## config.mk

```make
export PLATFORM = sky130hd
export DESIGN_NAME = blkmv_engine
export DESIGN_NICKNAME = d
export VERILOG_FILES = /design/src/rtl/blkmv_pkg.sv /design/src/rtl/blkmv_slot_timer.sv /design/src/rtl/blkmv_ptr_step.sv /design/src/rtl/blkmv_engine.sv
export SDC_FILE = /design/constraint.sdc
export NUM_CORES = 1
export LEC_CHECK = 0
export BUFFER_PORTS_ARGS = -buffer_cell sky130_fd_sc_hd__buf_2
export CAP_MARGIN = 25
export CORE_AREA = 3 3 126 116
export DETAILED_ROUTE_END_ITERATION = 10
export DIE_AREA = 0 0 129 119
export PLACE_DENSITY = 0.8
export SKIP_CTS_REPAIR_TIMING = 1
export SLEW_MARGIN = 15
export SYNTH_ARGS = -nofsm -noshare
export SYNTH_HDL_FRONTEND = slang
export SYNTH_SLANG_ARGS = --single-unit
```

## constraint.sdc

```tcl
create_clock -name clk -period 4.1 [get_ports clk]
set_clock_uncertainty 0.05 [all_clocks]
set_input_delay 0.41 -clock clk [delete_from_list [all_inputs] [get_ports clk]]
set_output_delay 0.41 -clock clk [all_outputs]
set_load 0.03 [all_outputs]
```

## src/rtl/blkmv_pkg.sv

```systemverilog
package blkmv_pkg;
    localparam int SLOT_LEN = 7;
    localparam int PH_W     = $clog2(SLOT_LEN);

    typedef logic [PH_W-1:0] phase_t;

    localparam phase_t PH_READ  = phase_t'(0);
    localparam phase_t PH_CAP   = phase_t'(1);
    localparam phase_t PH_WRITE = phase_t'(2);
    localparam phase_t PH_STEP  = phase_t'(3);
    localparam phase_t PH_LAST  = phase_t'(SLOT_LEN - 1);
endpackage

```

## src/rtl/blkmv_slot_timer.sv

```systemverilog
module blkmv_slot_timer
    import blkmv_pkg::*;
(
    input  logic   clk,
    input  logic   rst_n,
    input  logic   run_i,
    output phase_t phase_o,
    output logic   last_o
);
    phase_t phase_d, phase_q;

    always_comb begin
        phase_d = phase_t'(0);
        if (run_i && phase_q != PH_LAST) begin
            phase_d = phase_q + phase_t'(1);
        end
    end

    always_ff @(posedge clk or negedge rst_n) begin
        if (!rst_n) phase_q <= phase_t'(0);
        else        phase_q <= phase_d;
    end

    assign phase_o = phase_q;
    assign last_o  = (phase_q == PH_LAST);
endmodule

```

## src/rtl/blkmv_ptr_step.sv

```systemverilog
module blkmv_ptr_step #(
    parameter int W = 16
) (
    input  logic [W-1:0] val_i,
    input  logic         down_i,
    output logic [W-1:0] val_o
);
    localparam logic [W-1:0] ONE = {{(W-1){1'b0}}, 1'b1};

    always_comb begin
        if (down_i) val_o = val_i - ONE;
        else        val_o = val_i + ONE;
    end
endmodule

```

## src/rtl/blkmv_engine.sv

```systemverilog
module blkmv_engine
    import blkmv_pkg::*;
#(
    parameter int PTR_W  = 16,
    parameter int BANK_W = 8,
    parameter int DATA_W = 8
) (
    input  logic                    clk,
    input  logic                    rst_n,
    input  logic                    start_i,
    input  logic                    dir_down_i,
    input  logic [BANK_W-1:0]       src_bank_i,
    input  logic [BANK_W-1:0]       dst_bank_i,
    input  logic [PTR_W-1:0]        src_ptr_i,
    input  logic [PTR_W-1:0]        dst_ptr_i,
    input  logic [PTR_W-1:0]        count_i,
    output logic                    busy_o,
    output logic                    done_o,
    output logic                    mem_re_o,
    output logic                    mem_we_o,
    output logic [PTR_W+BANK_W-1:0] mem_addr_o,
    output logic [DATA_W-1:0]       mem_wdata_o,
    input  logic [DATA_W-1:0]       mem_rdata_i,
    output logic [PTR_W-1:0]        src_ptr_o,
    output logic [PTR_W-1:0]        dst_ptr_o,
    output logic [PTR_W-1:0]        count_o,
    output logic [BANK_W-1:0]       data_bank_o
);
    localparam int N_STEP = 3;   // source pointer, destination pointer, count

    typedef struct packed {
        logic              busy;
        logic              done;
        logic              down;
        logic [BANK_W-1:0] sbank;
        logic [BANK_W-1:0] dbank;
        logic [BANK_W-1:0] dbank_out;
        logic [PTR_W-1:0]  sptr;
        logic [PTR_W-1:0]  dptr;
        logic [PTR_W-1:0]  cnt;
        logic [DATA_W-1:0] hold;
    } eng_t;

    eng_t   st_d, st_q;
    phase_t phase;
    logic   slot_last;

    logic [PTR_W-1:0] stp_in  [N_STEP];
    logic [PTR_W-1:0] stp_out [N_STEP];

    assign stp_in[0] = st_q.sptr;
    assign stp_in[1] = st_q.dptr;
    assign stp_in[2] = st_q.cnt;

    blkmv_slot_timer u_timer (
        .clk     (clk),
        .rst_n   (rst_n),
        .run_i   (st_q.busy),
        .phase_o (phase),
        .last_o  (slot_last)
    );

    // Pointers follow the chosen direction; the count always steps down.
    for (genvar g = 0; g < N_STEP; g++) begin : g_step
        blkmv_ptr_step #(.W(PTR_W)) u_step (
            .val_i  (stp_in[g]),
            .down_i ((g == N_STEP - 1) ? 1'b1 : st_q.down),
            .val_o  (stp_out[g])
        );
    end

    always_comb begin
        st_d      = st_q;
        st_d.done = 1'b0;
        if (!st_q.busy) begin
            if (start_i) begin
                st_d.busy  = 1'b1;
                st_d.down  = dir_down_i;
                st_d.sbank = src_bank_i;
                st_d.dbank = dst_bank_i;
                st_d.sptr  = src_ptr_i;
                st_d.dptr  = dst_ptr_i;
                st_d.cnt   = count_i;
            end
        end else begin
            case (phase)
                PH_CAP:  st_d.hold = mem_rdata_i;
                PH_STEP: begin
                    st_d.sptr = stp_out[0];
                    st_d.dptr = stp_out[1];
                    st_d.cnt  = stp_out[2];
                end
                default: ;
            endcase
            if (slot_last && st_q.cnt == '1) begin
                st_d.busy      = 1'b0;
                st_d.done      = 1'b1;
                st_d.dbank_out = st_q.dbank;
            end
        end
    end

    always_ff @(posedge clk or negedge rst_n) begin
        if (!rst_n) st_q <= '0;
        else        st_q <= st_d;
    end

    assign busy_o      = st_q.busy;
    assign done_o      = st_q.done;
    assign mem_re_o    = st_q.busy && (phase == PH_READ);
    assign mem_we_o    = st_q.busy && (phase == PH_WRITE);
    assign mem_addr_o  = mem_re_o ? {st_q.sbank, st_q.sptr} : {st_q.dbank, st_q.dptr};
    assign mem_wdata_o = st_q.hold;
    assign src_ptr_o   = st_q.sptr;
    assign dst_ptr_o   = st_q.dptr;
    assign count_o     = st_q.cnt;
    assign data_bank_o = st_q.dbank_out;

    AST_NO_DUAL_STROBE: assert property (@(posedge clk) disable iff (!rst_n)
        !(mem_re_o && mem_we_o));
    AST_WRITE_FOLLOWS_READ: assert property (@(posedge clk) disable iff (!rst_n)
        mem_we_o |-> $past(mem_re_o, 2));
    AST_PTR_STILL_OFF_STEP: assert property (@(posedge clk) disable iff (!rst_n)
        (st_q.busy && phase != PH_STEP) |=> ($stable(st_q.sptr) && $stable(st_q.dptr)));
    AST_IDLE_HOLD: assert property (@(posedge clk) disable iff (!rst_n)
        (!st_q.busy && !start_i) |=> ($stable(src_ptr_o) && $stable(count_o)));
    AST_DONE_ONE_CYCLE: assert property (@(posedge clk) disable iff (!rst_n)
        done_o |=> !done_o);
    AST_DATA_BANK_AT_DONE: assert property (@(posedge clk) disable iff (!rst_n)
        done_o |-> (data_bank_o == st_q.dbank));
    AST_BUSY_IGNORES_START: assert property (@(posedge clk) disable iff (!rst_n)
        (st_q.busy && start_i) |=> ($stable(st_q.sbank) && $stable(st_q.dbank) && $stable(st_q.down)));
endmodule

```

==> results of run 1 <==
worst min path at each step:
stage / endpoint / start / slack, ps
global placement: st_q[78] / st_q[78] / 400
floorplan: busy_o / rst_n / 60
global route: count_o[9] / rst_n / 110
detailed placement: st_q[72] / st_q[72] / 410
finish: count_o[9] / rst_n / 50
CTS: count_o[9] / rst_n / 90
synth_stat cells (3+ instances only):
master and count:
nand2_1 132, dfrtp_1 86, buf_4 64, a21oi_1 38, ha_1 35, mux2_2 35
nor2_1 31, o21ai_0 29, clkbuf_1 19, xnor2_1 19, xor2_1 13, inv_1 12
nand3_1 11, a22oi_1 10, mux2i_1 10, a211oi_1 9, nand4_1 9, a21o_1 7
a32oi_1 7, and3_1 7, nor3_1 7, a31oi_1 6, nor2b_1 6, a221o_1 5
o211ai_1 5, buf_1 4, o221ai_1 4, o22ai_1 4, a41oi_1 3, nand2b_1 3
nor4_1 3, o21a_1 3
kinds of logic after synthesis:
logic type,count (synthesis)
AO/OA/AOI/OAI,146
buffers and inverters,101
XOR/XNOR,32
multiplexers,45
adder cells (fa/ha/maj),37
AND/OR/NAND/NOR,220
flip-flops,86
area by class of cell:
class | count | share of cell area (%)
antenna | 1 | 0.0366
clock buffer | 10 | 3.50
clock inverter | 5 | 0.879
inverter | 14 | 0.769
multi-input combinational | 480 | 47.0
sequential | 86 | 31.5
tap | 168 | 3.08
timing repair buffer | 176 | 13.3
metrics by stage:
step	std cells	worst slack (ps)
3_5_place_dp	924	983
5_1_grt	940	702
2_1_floorplan	667	1230
4_1_cts	939	916
3_3_place_gp	924	1080
6_report	940	852
flip-flops by register name, indices dropped and copies added (netlist names):
| name | count |
|---|---|
| st_q | 17 |
| count_o | 16 |
| done_o | 1 |
| data_bank_o | 8 |
| mem_wdata_o | 8 |
| u_timer.phase_o | 3 |
| src_ptr_o | 16 |
| dst_ptr_o | 16 |
| busy_o | 1 |
power groups by stage:
stage,clock network [mW],logic (mW),registers [mW]
6_report,0.834,3.06,1.50
2_1_floorplan,0,2.64,1.37
3_5_place_dp,0,3.05,1.51
3_3_place_gp,0,3.00,1.50
5_1_grt,0.885,3.33,1.55
4_1_cts,0.853,3.07,1.50
routing by layer:
layer	vias up	global-route usage [%]	wire, um
met5	-	0	0
met4	0	6.56	336
met3	23	5.07	968
met2	183	34.3	8000
met1	2540	28.3	7150
li1	2528	-	-
==> results.cfg, run 1 <==
[setup_path]
worst-r2r-cell-count = 7
critPathCapture = src_ptr_o[15]
path_depth = 7
cpMaxStageDelayCell = dfrtp_1
cp-end-kind = register
path_buf_inv = 0
required_ps = 4280
critical-path-top-delay-family = compound AO/OA/AOI/OAI gates
r2r-start = st_q[80]
cp-start-kind = register
ff2ff_setup_slack_ps = 850
path_cells = ha_1 > a21o_1 > a31o_2 > nor2_1 > o21ai_0 > a221oi_1 > mux2_2
r2r_end = src_ptr_o[15]
critPathMaxFanout = 28
path_class = reg2reg
startpoint = st_q[80]
critical_path.max_stage_delay_ps = 970
cp_data_arrival_time_ps = 3430

[place]
port_buffers = 167
dpl_cell_area_um2 = 6530
place_hpwl_um = 12200
gp_congestion = 0.949

[cts]
clockBufferDepth = 2
cts_buffers = 9
h-tree-depth = 3
clk-insertion-delay-late_ps = 340
cts.clk_slew.worst_paths_ps = 70
root_buffer = clkbuf_16
cts_tree = built
cts.sinks = 86

[pwr]
seqPwrFrac_pct = 27.8
powerDensity_nw_per_um2 = 790
clock_power_share_pct = 15.5
p_int_mw = 2.76
total_power_mw = 5.40
combPwrFrac_pct = 56.7
swShare_pct = 49.0
switchingPower_mw = 2.64
power_leakage_nw = 3.36
ir_drop_mv = 0.443

[route]
drc = 0
first_pass_iters = 4
wire_per_inst_um = 17.5
drtIter0Drc = 310
routed_wl_um = 16500
drtAntennaViolNets = 0
via_count = 5274
viasPerCell = 5.61

[synth]
synth-compound-area-share_pct = 16.2
netlist_area_um2 = 5980
synth_top_family_by_area = simple AND/OR/NAND/NOR gates
synth-seq-cells = 86
synth.area.mux_share_pct = 8.27
synthesis.nets = 780
synthSimpleGateAreaFrac_pct = 16.5
async_flop_share_pct = 100
postSynthAreaPerCell_um2 = 8.96
ys_types = 53
synth-edff-count = 0
synth_warnings = 0
synthFlopType = dfrtp_1
synth-adder-area-share_pct = 8.00
synth-xor-area-share_pct = 4.69
synth_area_leader_cell = dfrtp_1
seq_area_frac_synth_pct = 36.0
netlist_instances = 667
yosys.area.top_type_share_pct = 36.0
synth_area_leaders = dfrtp_1 (36%), nand2_1 (8.3%), buf_4 (8.0%)

[floorplanning]
dieArea_um2 = 15400
start_util_pct = 44.9
fp.dieW_um = 129
ioPinCount = 168
fp.dieH_um = 119
rows = 40
coreArea_um2 = 13300

[finish]
mostFrequentLayoutCells = buf_2 (166), nand2_1 (132), dfrtp_1 (86), a21oi_1 (38)
drive_gt1_share_pct = 30.5
final_area_um2 = 6830
final_common_cell = buf_2
layout.nets = 880
area_growth_syn_to_layout_pct = 14.4
multi_input_area_um2 = 3210
final_util_pct = 51.3
seqCellArea_um2 = 2150
nFillCells = 1275

[global_route]
track_usage_pct = 21.3
grt_pass1_wl_um = 26100
antenna_found_initial = 1
overflow = 0
grt_start_max_net_pins = 56
grt_pass1_vias = 5141

[run_status]
status = completed

[sta]
fin_tns_setup_ps = 0
hold-worst-slack_ps = 51.8
fin_crit_sh_pct = 79.2
setup_viol = 0
period_minus_slack_ps = 3250
slew_viol_final = 0
hold_viol = 0
max_slew.worst_pin.slew_ps = 961
slew_headroom_pct = 35.9
rsz0062_at_grt = no
fmax_mhz = 308

[run]
max_cap_violations = 0

[min_path]
hp-class = in2async
Note: power is estimated with default switching activity, not from simulation.
==> run 2, diff against run 1 <==
==> constraint.sdc (replaced) <==
create_clock -name clk -period 3.1 [get_ports clk]
set_clock_uncertainty 0.05 [all_clocks]
set_input_delay 0.31 -clock clk [delete_from_list [all_inputs] [get_ports clk]]
set_output_delay 0.31 -clock clk [all_outputs]
set_load 0.03 [all_outputs]
==> run 2 against run 1 <==
Effect of this change:
- sequential share of layout area decreased by 0.25 points
- cell count increased by 0.64%
- largest cell class unchanged
- register-to-register slack got worse by 390 ps
- die area stayed put
- setup slack worse by 560 ps
- via count is 0.97% higher
- non-clock buffer count increased by 6
- first-iteration DRC count increased by 40%
- combinational power is 34% higher
- flip-flop and latch count unchanged
- sequential power rose by 33%
==> results.cfg, run 2 (synthesis results as in run 1) <==
[run_status]
status = completed

[setup_path]
path_cells = clkinv_1 > nor2_1 > nand2_1 > buf_4 > mux2_2 > buf_2
path_buf_inv = 3
path_class = reg2out
required_ps = 2740
critical-path-top-delay-family = buffers and inverters
cpMaxStageDelayCell = dfrtp_1
cp-start-kind = register
path_depth = 6
worst-r2r-cell-count = 8
critPathMaxFanout = 25
critical_path.max_stage_delay_ps = 640
cp-end-kind = output port
cp_data_arrival_time_ps = 2450

[floorplanning]
rows = 40
dieArea_um2 = 15400
fp.dieW_um = 129
start_util_pct = 44.9
fp.dieH_um = 119
ioPinCount = 168
coreArea_um2 = 13300

[sta]
slew_viol_final = 0
fin_tns_setup_ps = 0
setup_viol = 0
max_slew.worst_pin.slew_ps = 563
fin_crit_sh_pct = 90.6
fmax_mhz = 356
period_minus_slack_ps = 2810
slew_headroom_pct = 62.1
rsz0062_at_grt = no
hold_viol = 0

[global_route]
track_usage_pct = 22.5
use_met1_pct = 30.4
busiest_layer = met2
antenna_found_initial = 0
met2_usage_pct = 36.0
overflow = 0
grt_pass1_vias = 5295
grt_pass1_wl_um = 27400
grt_use_met3_pct = 4.89
grt_start_max_net_pins = 31

[route]
via_count = 5325
drc = 0
viasPerCell = 5.63
wire_per_inst_um = 18.1
routed_wl_um = 17100
first_pass_iters = 5
drtAntennaViolNets = 0
drtIter0Drc = 433

[place]
gp_congestion = 0.887
port_buffers = 167
place_hpwl_um = 12900
dp.cells = 929

[run]
max_cap_violations = 0

[finish]
final_common_cell = buf_2
top_register = st_q
drive_gt1_share_pct = 31.0
final_cell_count_no_fill = 946
mostFrequentLayoutCells = buf_2 (166), nand2_1 (132), dfrtp_1 (86), a21oi_1 (38)
antenna_cells = 0
largest_register_ffs = 17
layout.nets = 886
area_growth_syn_to_layout_pct = 15.3

[cts]
root_buffer = clkbuf_16
h-tree-depth = 3
cts.clk_slew.worst_paths_ps = 70
cts_buffers = 9
cts.sinks = 86
clockBufferDepth = 2
cts_tree = built
clk-insertion-delay-late_ps = 350

[min_path]
hold_depth = 3
hp-class = in2reg

[pwr]
powerDensity_nw_per_um2 = 1050
ir_drop_mv = 0.540
power_leakage_nw = 3.38
## run 2: cell types whose count changed in the layout (fill, tap and decap cells not counted), sizes merged
cell         delta
dlygate4sd3     +1
diode           -1
buf             +5
clkinvlp        +2
inv             +1
clkinv          -2
## run 2: worst paths after layout
check / slack, ps / end / startpoint
min in group asynchronous: 380 / count_o[12] / rst_n
setup / recovery: 290 / mem_addr_o[2] / busy_o
hold / removal: 100 / st_q[77] / src_bank_i[5]
setup reg to reg: 460 / src_ptr_o[15] / st_q[80]
hold reg to reg: 420 / data_bank_o[6] / data_bank_o[6]
max in group asynchronous: 1880 / src_ptr_o[8] / rst_n
## run 2: worst register-to-register path: cells and delay by family (launching register included)
family                   cells  cell delay, ps
AO/OA/AOI/OAI                4             990
adder cells (fa/ha/maj)      1             360
buffers and inverters        1             190
flip-flops                   1             380
multiplexers                 1             370
AND/OR/NAND/NOR              1             200
## run 2: area by class of cell
| class | count | area [um^2] |
|---|---|---|
| Tap cell | 168 | 210 |
| Fill cell | 1254 | 6420 |
| Sequential cell | 86 | 2150 |
| Clock buffer | 10 | 239 |
| Clock inverter | 6 | 70.1 |
| Timing Repair Buffer | 182 | 953 |
| Inverter | 14 | 52.6 |
| Multi-Input combinational cell | 480 | 3210 |
## run 2: layer usage
metal  part of all wire [%]  vias up
li1                       -     2524
met1                     43     2543
met2                     47      231
met3                    7.7       27
met4                    2.0        0
met5                      0        -
## run 2: power breakdown
part | internal, mW | switching (mW) | total, mW
logic | 1.53 | 2.58 | 4.11
clock network | 0.651 | 0.479 | 1.13
registers | 1.49 | 0.500 | 1.99
total | 3.67 | 3.56 | 7.23
## run 2: per-stage QoR
step           utilization (%)  setup slack, ps  hold WS [ps]  cell area (um^2)  total power [mW]
2_1_floorplan                -              231         -35.6              5980              5.30
3_3_place_gp              49.4              545           220              6570              5.98
3_5_place_dp              49.4              501           219              6570              6.07
4_1_cts                   51.7              318          -160              6880              7.23
5_1_grt                   51.7              192           109              6890              7.70
6_report                  51.7              291           103              6890              7.23
==> run 3, diff against run 2 <==
--- a/config.mk
+++ b/config.mk
@@ -7,10 +7,10 @@
 export LEC_CHECK = 0
 export BUFFER_PORTS_ARGS = -buffer_cell sky130_fd_sc_hd__buf_2
 export CAP_MARGIN = 25
-export CORE_AREA = 3 3 126 116
+export CORE_AREA = 3 3 142 130
 export DETAILED_ROUTE_END_ITERATION = 10
-export DIE_AREA = 0 0 129 119
-export PLACE_DENSITY = 0.8
+export DIE_AREA = 0 0 145 133
+export PLACE_DENSITY = 0.68
 export SKIP_CTS_REPAIR_TIMING = 1
 export SLEW_MARGIN = 15
 export SYNTH_ARGS = -nofsm -noshare
==> run 3 against run 2 <==
Effect of this change:
- critical path depth unchanged
- first-iteration DRC count is 45% lower
- clock power fell by 4%
- largest power group unchanged
- non-clock buffer count up 2
- sequential share of layout area fell by 0.42 points
- wire length up 1.0%
==> results.cfg, run 3 (synthesis results as in run 1) <==
[floorplanning]
coreArea_um2 = 16900
ioPinCount = 168
dieArea_um2 = 19300
fp.dieW_um = 145
rows = 45
start_util_pct = 35.3
fp.dieH_um = 133

[global_route]
grt_pass1_wl_um = 27300
overflow = 0
antenna_found_initial = 1
track_usage_pct = 17.6
grt_start_max_net_pins = 41
grt_pass1_vias = 4968

[cts]
root_buffer = clkbuf_16
cts.clk_slew.worst_paths_ps = 70
cts.sinks = 86
h-tree-depth = 3
cts_buffers = 9
clk-insertion-delay-late_ps = 340
clockBufferDepth = 2
cts_tree = built

[finish]
largest_register_ffs = 17
nFillCells = 1695
layout.nets = 888
final_util_pct = 41.2
drive_gt1_share_pct = 31.1
final_cell_count_no_fill = 1015
final_common_cell = buf_2
top_register = st_q
area_growth_syn_to_layout_pct = 16.9
mostFrequentLayoutCells = buf_2 (166), nand2_1 (132), dfrtp_1 (86), a21oi_1 (38)

[setup_path]
path_cells = clkinv_1 > nor2_1 > nand2_1 > buf_12 > mux2_2 > buf_2
required_ps = 2740
cpMaxStageDelayCell = nand2_1
cp-end-kind = output port
cp_data_arrival_time_ps = 2340
critPathMaxFanout = 16
critical_path.max_stage_delay_ps = 370
path_class = reg2out
ff2ff_setup_slack_ps = 470
cp-start-kind = register

[pwr]
power_leakage_nw = 3.40
powerDensity_nw_per_um2 = 1030
ir_drop_mv = 0.750

[place]
gp_congestion = 0.898
port_buffers = 167
dp.cells = 998
place_hpwl_um = 13000

[run]
max_cap_violations = 0

[sta]
setup_viol = 0
period_minus_slack_ps = 2700
fin_crit_sh_pct = 87.1
fin_tns_setup_ps = 0
slew_headroom_pct = 54.2
rsz0062_at_grt = no
slew_viol_final = 0
hold_viol = 0
max_slew.worst_pin.slew_ps = 686
hold-worst-slack_ps = 105
fmax_mhz = 370

[route]
routed_wl_um = 17300
first_pass_iters = 4
viasPerCell = 5.10
drtAntennaViolNets = 0
drc = 0
wire_per_inst_um = 17.0
via_count = 5173
drtIter0Drc = 237

[run_status]
status = completed

[min_path]
hp-class = in2reg
==> run 3: worst paths after layout <==
kind / from / to / cells after the start
min in group asynchronous: rst_n / mem_wdata_o[2] / 2
max in group asynchronous: rst_n / st_q[72] / 3
max reg2reg: st_q[80] / src_ptr_o[10] / 8
max: busy_o / mem_addr_o[22] / 6
min reg2reg: st_q[77] / st_q[77] / 2
min: src_bank_i[2] / st_q[74] / 3
==> run 3: power by group <==
group / internal (mW) / total, mW / switching, mW
combinational: 1.55 / 4.13 / 2.58
sequential: 1.49 / 1.96 / 0.473
clock: 0.619 / 1.08 / 0.464
==> run 3: metal layers <==
metal | GRT usage [%] | part of all wire (%) | vias to the layer above
met5 | 0 | 0 | -
met4 | 5.07 | 1.9 | 0
met3 | 3.29 | 5.3 | 25
met2 | 28.1 | 46 | 171
met1 | 24.6 | 47 | 2448
li1 | - | - | 2529
==> run 3: worst max-delay path, delay by kind of cell, from the launching register on <==
kind | cells | cell delay [ps]
buf+inv | 3 | 760
flops | 1 | 350
simple gates | 2 | 600
mux | 1 | 280
==> run 3: area by class of cell <==
| class | instances | area, um^2 | share of cell area, % |
|---|---|---|---|
| inverters | 14 | 52.6 | 0.753 |
| well taps | 235 | 294 | 4.21 |
| clock buffers | 9 | 225 | 3.23 |
| repair buffers | 184 | 981 | 14.0 |
| flip-flops and latches | 86 | 2150 | 30.8 |
| clock inverters | 6 | 63.8 | 0.914 |
| diodes | 1 | 2.50 | 0.0358 |
| multi-input cells | 480 | 3210 | 46.0 |
==> run 3: metrics by stage <==
step / cell area [um^2] / setup slack, ps / power [mW]
6_report: 6980 / 399 / 7.17
5_1_grt: 6980 / 194 / 7.69
4_1_cts: 6970 / 373 / 7.23
3_5_place_dp: 6680 / 525 / 6.10
3_3_place_gp: 6680 / 617 / 6.05
2_1_floorplan: 5980 / 231 / 5.30
